<file path="src/rtl/watch_pkg.sv">
package watch_pkg;
  localparam int unsigned ADDR_W = 32;
  localparam int unsigned DATA_W = 32;
  localparam int unsigned MASK_W = 4;

  typedef enum logic [1:0] {
    MODE_ADDR = 2'b00,
    MODE_DATA = 2'b01,
    MODE_BOTH = 2'b10,
    MODE_NONE = 2'b11
  } cmp_mode_e;

  typedef struct packed {
    logic [ADDR_W-1:0] addr;
    logic [DATA_W-1:0] data;
    logic [MASK_W-1:0] mask;
    cmp_mode_e         mode;
    logic [1:0]        dir;  // bit0 loads, bit1 stores
  } slot_cfg_t;
endpackage

</file>
<file path="src/rtl/watch_regs.sv">
module watch_regs
  import watch_pkg::*;
#(
  parameter int unsigned NUM_SLOTS = 4,
  parameter int unsigned RAW       = 8
) (
  input  logic                       clk_i,
  input  logic                       rst_ni,
  input  logic                       req_i,
  input  logic                       we_i,
  input  logic [RAW-1:0]             addr_i,
  input  logic [DATA_W-1:0]          wdata_i,
  output logic [DATA_W-1:0]          rdata_o,
  input  logic [NUM_SLOTS-1:0]       flag_i,
  output slot_cfg_t [NUM_SLOTS-1:0]  cfg_o,
  output logic [NUM_SLOTS-1:0]       en_o,
  output logic [NUM_SLOTS-1:0]       clr_o
);
  localparam int unsigned IDX_W = RAW - 4;

  logic                 ctl_sel;
  logic [NUM_SLOTS-1:0] slot_sel;
  logic [1:0]           sub;
  logic                 wr, rd;
  logic [DATA_W-1:0]    rd_mux;

  assign wr      = req_i & we_i;
  assign rd      = req_i & ~we_i;
  assign sub     = addr_i[3:2];
  assign ctl_sel = (addr_i == '0);

  always_ff @(posedge clk_i or negedge rst_ni) begin
    if (!rst_ni)             en_o <= '0;
    else if (wr && ctl_sel)  en_o <= wdata_i[NUM_SLOTS-1:0];
  end

  for (genvar i = 0; i < NUM_SLOTS; i++) begin : g_slot
    slot_cfg_t cfg_q;
    assign slot_sel[i] = (addr_i[1:0] == 2'b00) && (addr_i[RAW-1:4] == IDX_W'(i + 1));
    assign clr_o[i]    = rd && slot_sel[i] && (sub == 2'd3);
    assign cfg_o[i]    = cfg_q;

    always_ff @(posedge clk_i or negedge rst_ni) begin
      if (!rst_ni) begin
        cfg_q <= '0;
      end else if (wr && slot_sel[i]) begin
        case (sub)
          2'd0: cfg_q.addr <= wdata_i[ADDR_W-1:0];
          2'd1: cfg_q.data <= wdata_i;
          2'd2: cfg_q.mask <= wdata_i[MASK_W-1:0];
          default: begin
            cfg_q.dir  <= wdata_i[1:0];
            cfg_q.mode <= cmp_mode_e'(wdata_i[3:2]);
          end
        endcase
      end
    end
  end

  always_comb begin
    rd_mux = '0;
    if (ctl_sel) rd_mux = DATA_W'(en_o);
    for (int i = 0; i < NUM_SLOTS; i++) begin
      if (slot_sel[i]) begin
        case (sub)
          2'd0:    rd_mux = DATA_W'(cfg_o[i].addr);
          2'd1:    rd_mux = cfg_o[i].data;
          2'd2:    rd_mux = DATA_W'(cfg_o[i].mask);
          default: rd_mux = DATA_W'({flag_i[i], cfg_o[i].mode, cfg_o[i].dir});
        endcase
      end
    end
  end

  always_ff @(posedge clk_i or negedge rst_ni) begin
    if (!rst_ni)  rdata_o <= '0;
    else if (rd)  rdata_o <= rd_mux;
  end

  // enable register only changes on a control write
  a_r2_en_write_only: assert property (@(posedge clk_i) disable iff (!rst_ni)
    !(wr && ctl_sel) |=> $stable(en_o));
endmodule

</file>
<file path="src/rtl/watch_slot.sv">
module watch_slot
  import watch_pkg::*;
(
  input  logic              clk_i,
  input  logic              rst_ni,
  input  slot_cfg_t         cfg_i,
  input  logic              en_i,
  input  logic              mon_valid_i,
  input  logic              mon_write_i,
  input  logic [ADDR_W-1:0] mon_addr_i,
  input  logic [DATA_W-1:0] mon_data_i,
  input  logic              clr_i,
  output logic              hit_o,
  output logic              flag_o
);
  logic [ADDR_W-1:0] care;
  logic              a_ok, d_ok, dir_ok, sel_ok;

  assign care   = {ADDR_W{1'b1}} << cfg_i.mask;
  assign a_ok   = ((mon_addr_i ^ cfg_i.addr) & care) == '0;
  assign d_ok   = (mon_data_i == cfg_i.data);
  assign dir_ok = mon_write_i ? cfg_i.dir[1] : cfg_i.dir[0];

  always_comb begin
    case (cfg_i.mode)
      MODE_ADDR: sel_ok = a_ok;
      MODE_DATA: sel_ok = d_ok;
      MODE_BOTH: sel_ok = a_ok & d_ok;
      default:   sel_ok = 1'b0;
    endcase
  end

  assign hit_o = mon_valid_i & en_i & dir_ok & sel_ok;

  // set wins over read-clear in the same cycle
  always_ff @(posedge clk_i or negedge rst_ni) begin
    if (!rst_ni)     flag_o <= 1'b0;
    else if (hit_o)  flag_o <= 1'b1;
    else if (clr_i)  flag_o <= 1'b0;
  end

  // sticky until read
  a_r9_flag_sticky: assert property (@(posedge clk_i) disable iff (!rst_ni)
    flag_o && !clr_i |=> flag_o);
  // a disabled slot never sets its flag
  a_r3_off_no_set: assert property (@(posedge clk_i) disable iff (!rst_ni)
    !flag_o && (!en_i || cfg_i.dir == 2'b00) |=> !flag_o);
  // read clears unless a new hit arrives
  a_r10_read_clears: assert property (@(posedge clk_i) disable iff (!rst_ni)
    clr_i && !mon_valid_i |=> !flag_o);
endmodule

</file>
<file path="src/rtl/watch_unit.sv">
module watch_unit
  import watch_pkg::*;
#(
  parameter int unsigned NUM_SLOTS = 4,
  parameter int unsigned RAW       = 8
) (
  input  logic                 clk_i,
  input  logic                 rst_ni,
  input  logic                 reg_req_i,
  input  logic                 reg_we_i,
  input  logic [RAW-1:0]       reg_addr_i,
  input  logic [DATA_W-1:0]    reg_wdata_i,
  output logic [DATA_W-1:0]    reg_rdata_o,
  input  logic                 mon_valid_i,
  input  logic                 mon_write_i,
  input  logic [ADDR_W-1:0]    mon_addr_i,
  input  logic [DATA_W-1:0]    mon_data_i,
  output logic                 watch_evt_o,
  output logic [NUM_SLOTS-1:0] slot_hit_o
);
  slot_cfg_t [NUM_SLOTS-1:0] cfg;
  logic [NUM_SLOTS-1:0]      en, clr, hit, flag;

  watch_regs #(.NUM_SLOTS(NUM_SLOTS), .RAW(RAW)) u_regs (
    .clk_i   (clk_i),
    .rst_ni  (rst_ni),
    .req_i   (reg_req_i),
    .we_i    (reg_we_i),
    .addr_i  (reg_addr_i),
    .wdata_i (reg_wdata_i),
    .rdata_o (reg_rdata_o),
    .flag_i  (flag),
    .cfg_o   (cfg),
    .en_o    (en),
    .clr_o   (clr)
  );

  for (genvar i = 0; i < NUM_SLOTS; i++) begin : g_cmp
    watch_slot u_slot (
      .clk_i       (clk_i),
      .rst_ni      (rst_ni),
      .cfg_i       (cfg[i]),
      .en_i        (en[i]),
      .mon_valid_i (mon_valid_i),
      .mon_write_i (mon_write_i),
      .mon_addr_i  (mon_addr_i),
      .mon_data_i  (mon_data_i),
      .clr_i       (clr[i]),
      .hit_o       (hit[i]),
      .flag_o      (flag[i])
    );
  end

  always_ff @(posedge clk_i or negedge rst_ni) begin
    if (!rst_ni) watch_evt_o <= 1'b0;
    else         watch_evt_o <= |hit;
  end

  assign slot_hit_o = flag;

  // no event without a valid access the cycle before
  a_r8_evt_needs_valid: assert property (@(posedge clk_i) disable iff (!rst_ni)
    !mon_valid_i |=> !watch_evt_o);
  // every event leaves a flag behind
  a_r9_evt_sets_flag: assert property (@(posedge clk_i) disable iff (!rst_ni)
    watch_evt_o |-> slot_hit_o != '0);
endmodule

</file>
<file path="config.mk">
export PLATFORM = sky130hd
export DESIGN_NAME = watch_unit
export DESIGN_NICKNAME = d
export VERILOG_FILES = /design/src/rtl/watch_pkg.sv /design/src/rtl/watch_regs.sv /design/src/rtl/watch_slot.sv /design/src/rtl/watch_unit.sv
export SDC_FILE = /design/constraint.sdc
export NUM_CORES = 1
export LEC_CHECK = 0
export ABC_CLOCK_PERIOD_IN_PS = 1900
export BUFFER_PORTS_ARGS = -buffer_cell sky130_fd_sc_hd__buf_2
export CELL_PAD_IN_SITES_DETAIL_PLACEMENT = 1
export CELL_PAD_IN_SITES_GLOBAL_PLACEMENT = 1
export CORE_UTILIZATION = 45
export DETAILED_ROUTE_END_ITERATION = 8
export PLACE_DENSITY_LB_ADDON = 0.1
export SKIP_CTS_REPAIR_TIMING = 1
export SLEW_MARGIN = 20
export SYNTH_ARGS = -nofsm -noshare
export SYNTH_HDL_FRONTEND = slang
export SYNTH_SLANG_ARGS = --single-unit
export TNS_END_PERCENT = 100
</file>
<file path="constraint.sdc">
create_clock -name clk_i -period 1.9 [get_ports clk_i]
set_input_delay 0.19 -clock clk_i [delete_from_list [all_inputs] [get_ports clk_i]]
set_output_delay 0.19 -clock clk_i [all_outputs]
set_load 0.05 [all_outputs]
</file>
## Word-level counts from Yosys, hierarchy flattened

Index checks and enable logic that the tools add are counted.

| word-level totals | value |
|---|---|
| input bits | 110 |
| output and inout bits | 37 |
| logic and storage cells | 153 |
| bits in registers | 329 |

| cells by class | value |
|---|---|
| mux-type cells | 25 |
| equal/unequal tests | 19 |
| bitwise gates (word level) | 28 |
| shift operators | 4 |
| reduce and logical (&&, ||, !) cells | 50 |

Operators with widths:

| kind | number |
|---|---|
| $pmux W32 S3 | 4 |
| $and A32 B32 Y32 | 4 |
| $eq A32 B32 Y1 | 4 |
| $logic_not A32 Y1 | 4 |
| $mux W32 | 4 |
| $shl A32 B4 Y32 const A | 4 |
| $xor A32 B32 Y32 | 4 |
| $reduce_and A2 Y1 | 16 |
| $and A1 B1 Y1 | 18 |
| $logic_and A1 B1 Y1 | 17 |
| $eq A2 B2 Y1 const B | 6 |
| $logic_not A2 Y1 | 6 |
| $mux W1 | 12 |
| $pmux W1 S3 | 4 |
| $eq A2 B1 Y1 const B | 5 |
| $eq A4 B2 Y1 const B | 2 |
| $logic_not A8 Y1 | 1 |
| $reduce_bool A2 Y1 | 4 |
| $eq A4 B1 Y1 const B | 1 |
| $eq A4 B3 Y1 const B | 1 |
| $mux W4 | 1 |
| $reduce_or A4 Y1 | 1 |
| $reduce_or A3 Y1 | 1 |
| $not A1 Y1 | 2 |

## Logic depth before layout (Yosys ltp)

| logic depth | value |
|---|---|
| depth after elaboration | 7 |
| depth in mapped cells | 9 |
| mapped depth without buffers | 8 |

## Modules after synthesis

From an unflattened synthesis, not the netlist that was laid out.

| unflattened totals | value |
|---|---|
| cells, all modules | 1580 |
| area total of the unflattened synthesis | 18582.8 um^2 |

By module, submodules not included:

| module | instances | cells each | area an instance (um^2) | sequential area each (um^2) |
|---|---|---|---|---|
| watch_regs | 1 | 1110 | 14906.8 | 8107.8 |
| watch_slot | 4 | 117 | 910.9 | 25.0 |
| watch_unit | 1 | 2 | 32.5 | 25.0 |

## Worst setup path after synthesis

No wires, ideal clock.

| timing path | value |
|---|---|
| path type | input-to-reg |
| start point | input port reg_addr_i[7] |
| end point | register u_regs.g_slot[1].cfg_q, in the netlist u_regs.cfg_o[81] |
| path buffers | 3 |
| arrival time | 1.800 ns |
| cell stages on the path | 8 |
| required time | 1.775 ns |
| setup time | 0.125 ns |
| path slack | -0.025 ns |
| path through | nor4_4 and2_1 buf_4 nand2b_1 buf_6 nor4_4 buf_6 mux2_2 |

| between the ends | value |
|---|---|
| word-level cells in the longest chain between the ends | 4 |

Ends and longest elaborated chain:

| what | line | RTL |
|---|---|---|
| start: declaration | watch_unit.sv:11 | `input logic [RAW-1:0] reg_addr_i,` |
| $eq A4 B2 Y1 | watch_regs.sv:39 | `assign slot_sel[i] = (addr_i[1:0] == 2'b00) && (addr_i[RAW-1:4] == IDX_W'(i + 1));` |
| $logic_and A1 B1 Y1 | watch_regs.sv:39 |  |
| $logic_and A1 B1 Y1 | watch_regs.sv:46 | `end else if (wr && slot_sel[i]) begin` |
| $reduce_and A2 Y1 (no source line) | - |  |
| end: declaration | watch_regs.sv:38 | `slot_cfg_t cfg_q;` |

Every way passes these cells.
A chain may end at the register's enable or synchronous reset.

## Worst setup path in the final report

| timing path | value |
|---|---|
| start point | register u_regs.g_slot[3].cfg_q, in the netlist u_regs.cfg_o[270] |
| end point | register watch_evt_o |

| between the ends | value |
|---|---|
| word-level cells in the longest chain between the ends | 7 |

Ends and longest elaborated chain:

| what | line | RTL |
|---|---|---|
| start: declaration | watch_regs.sv:38 |  |
| $xor A32 B32 Y32 * | watch_slot.sv:20 | `assign a_ok = ((mon_addr_i ^ cfg_i.addr) & care) == '0;` |
| $and A32 B32 Y32 * | watch_slot.sv:20 |  |
| $logic_not A32 Y1 * | watch_slot.sv:20 |  |
| $and A1 B1 Y1 | watch_slot.sv:28 | `MODE_BOTH: sel_ok = a_ok & d_ok;` |
| $pmux W1 S3 * | watch_slot.sv:25 | `case (cfg_i.mode)` |
| $and A1 B1 Y1 * | watch_slot.sv:33 | `assign hit_o = mon_valid_i & en_i & dir_ok & sel_ok;` |
| $reduce_or A4 Y1 * | watch_unit.sv:56 | `else watch_evt_o <= \|hit;` |
| end signal: assignment | watch_unit.sv:56 |  |
| end: declaration | watch_unit.sv:18 | `output logic watch_evt_o,` |

Every way passes the cells marked *; elsewhere a longest branch is shown, timed or not.

==> flow_metrics.py <==
metrics = {
    "clock_network": {
        "cts_root_buffer": "clkbuf_16",
        "clk_pin_slew_ps": 60,
        "clkSinkCount": 329,
        "clk_path_buf_depth": 3,
        "cts_made_buffers": 41,
        "cts_tree": "done",
        "ctsHtreeMaxLevel": 2,
        "worstSkewPairLatency_ps": 580,
    },
    "cells_and_area": {
        "final_common_cell": "buf_4",
        "nets": 2212,
        "layout-drive-gt1-share": 0.481,
        "final_cell_mix": "buf_4, dfrtp_1, mux2_2, buf_2, xnor2_1",
        "diodes": 0,
        "layout-area-overhead-vs-synth_pct": 35.3,
    },
    "run_status": {
        "status": "complete, but fails checks",
        "violations": "hold timing, setup timing",
    },
    "route": {
        "wl_per_cell_um": 29.3,
        "drt_iter0_drc": 1038,
        "drt_wl_total_um": 77900,
        "drtPass1Iterations": 6,
        "ant_nets": 0,
        "via_per_inst": 5.88,
        "num_vias": 15600,
        "drc": 0,
    },
    "floorplan": {
        "rows": 73,
        "dieArea_mm2": 0.0415,
        "die_x_um": 204,
        "start_util": 0.459,
        "core_area_mm2": 0.0399,
        "die-height_um": 204,
        "ios": 147,
    },
    "sta": {
        "slew_headroom": 0.404,
        "setup_viol": 6,
        "finalClockSkew_ps": 17.6,
        "fmax_ghz": 0.394,
        "hold_slack_ps": -7.08,
        "worst_pin_slew_ps": 891,
        "period_needed_ps": 2540,
        "maxSlewViolCount": 0,
        "setup_tns_ps": -2280,
        "period_share": 1.34,
        "final.setup.worst_slack_ps": -638,
        "hold_viol_final": 8,
        "grt_setup_unrepaired": "true",
    },
    "global_routing": {
        "use_met2": 0.618,
        "grt-busiest-layer": "met2",
        "grt_max_degree": 82,
        "use_met3": 0.0602,
        "grt_pass1_wl_um": 113000,
        "grt_pass1_vias": 16700,
        "grt_util_met1": 0.487,
        "grt-ovfl-total": 0,
        "track_usage": 0.378,
        "antenna_found_initial": 0,
    },
    "setup_path": {
        "r2r_start": "u_regs.cfg_o[270]",
        "worstSetupPathType": "register to register",
        "crit_fanout": 2,
        "reg2reg_to": "watch_evt_o",
        "arrival_ps": 3030,
        "worst-endpoint-required_ps": 2390,
        "rrSetupSlack_ps": -640,
        "cp-start-kind": "register",
        "r2r_cells": 9,
        "end_kind": "register",
    },
    "logic_synthesis": {
        "ys_ff_latch": 329,
        "yosys.area.top_type": "dfrtp_1",
        "yosysSeqAreaShare": 0.449,
        "synthArstFlopShare": 1.00,
        "synthFlopType": "dfrtp_1",
        "synth_top_area_share": 0.449,
        "yosysWarnings": 0,
        "yosysUniqueCellTypes": 53,
        "syn-cell-area_mm2": 0.0183,
        "synth.avg_cell_area_um2": 11.7,
        "synthCells": 1560,
        "yosys-top-cells-area": "dfrtp_1, mux2_2, xnor2_1",
        "synth_edf_count": 0,
        "syn-num-nets": 1670,
    },
    "pwr": {
        "ir_drop_uv": 725,
        "p_leak_nw": 12.3,
        "pwr_density_cell_mw_per_mm2": 735,
    },
    "worst_hold_path": {
        "hp-start": "reg_wdata_i[22]",
        "hp-class": "input port to register",
        "hold_depth": 2,
        "min_to": "u_regs.cfg_o[246]",
    },
    "placement": {
        "place_hpwl_um": 57300,
        "post-place-ws_ps": -977,
        "io_buffers": 146,
        "place_congestion": 1.00,
    },
    "flow_run": {
        "drv_cap": 0,
    },
}
[worst max-delay path: stages, from the launching register on]
cell and delay [ps]:
dfrtp_1 410, xnor2_2 170, buf_4 170, a31oi_4 40, nor4_4 440, nand4_1 310, a2111o_1 480, nor3_2 170
o2111ai_2 170, nand4_1 100
[layout make-up]
cell class | instances | area [µm²]
Timing Repair Buffer | 604 | 4560
Fill cell | 4146 | 15100
Inverter | 3 | 11.3
Clock inverter | 11 | 184
Clock buffer | 63 | 1270
Multi-Input combinational cell | 1123 | 9870
Sequential cell | 329 | 8230
Tap cell | 525 | 657
[worst max-delay path by stage]
| stage | startpoint | to | cells after the start |
|---|---|---|---|
| floorplan | reg_addr_i[7] | u_regs.cfg_o[81] | 8 |
| global placement | mon_addr_i[14] | watch_evt_o | 11 |
| detailed placement | mon_addr_i[14] | watch_evt_o | 11 |
| CTS | u_regs.cfg_o[270] | watch_evt_o | 9 |
| global route | u_regs.cfg_o[270] | watch_evt_o | 9 |
| finish | u_regs.cfg_o[270] | watch_evt_o | 9 |
[sequential cells by signal, indices dropped and copies added (netlist names)]
register / count
g_cmp.u_slot.flag_o: 4
watch_evt_o: 1
u_regs.rdata_o: 32
u_regs.en_o: 4
u_regs.cfg_o: 288
[kinds of logic after synthesis]
| kind of cell | after synthesis | synth area share |
|---|---|---|
| xor gates and xnor gates | 256 | 0.122 |
| adders and majority gates | 3 | 0.00164 |
| DFF | 329 | 0.449 |
| AOI/OAI and AO/OA | 213 | 0.0708 |
| and+or+nand+nor | 228 | 0.0635 |
| buffers and inverters | 108 | 0.0294 |
| muxes | 423 | 0.263 |
[power by group]
group / switching (mW) / total [mW] / internal, mW
Clock: 3.25 / 8.52 / 5.27
Sequential: 0.159 / 7.34 / 7.18
Combinational: 1.32 / 2.36 / 1.03
[layer usage]
metal | vias up | wire [µm]
li1 | 6709 | -
met4 | 0 | 4280
met2 | 579 | 37200
met5 | - | 0
met3 | 186 | 4660
met1 | 8156 | 31800
[cells in the mapped netlist (3+ instances only)]
master and number:
nor4_4 3, mux2_2 298, nand3_1 7, o2111ai_1 4, a31oi_1 6, o22ai_1 21
o211ai_1 3, mux4_2 16, o22a_1 18, and2_1 4, nand4_1 38, dfrtp_1 329
nor3_1 11, nand2b_1 4, mux2_1 5, maj3_1 3, clkbuf_2 3, nor4_1 31
nor2_1 48, clkbuf_1 52, a21oi_1 39, buf_6 7, buf_1 13, a211oi_1 3
nand2_1 71, buf_2 14, buf_4 16, a22oi_1 17, inv_1 3, mux2i_1 104
xor2_1 106, o21ai_0 84, o31ai_1 3, and3_1 3, xnor2_1 150
[metrics by stage]
step | util | power, mW | hold slack (ps) | instance area [µm²] | instances
floorplan | - | 8.29 | -106 | 18300 | 1560
global placement | 0.573 | 9.63 | 62.2 | 22900 | 2567
detailed placement | 0.573 | 9.69 | 65.0 | 22900 | 2567
CTS | 0.609 | 18.2 | -532 | 24300 | 2641
global route | 0.621 | 18.7 | -2.15 | 24800 | 2658
finish | 0.621 | 18.2 | -7.08 | 24800 | 2658
Power figures use the tool's default switching activity.
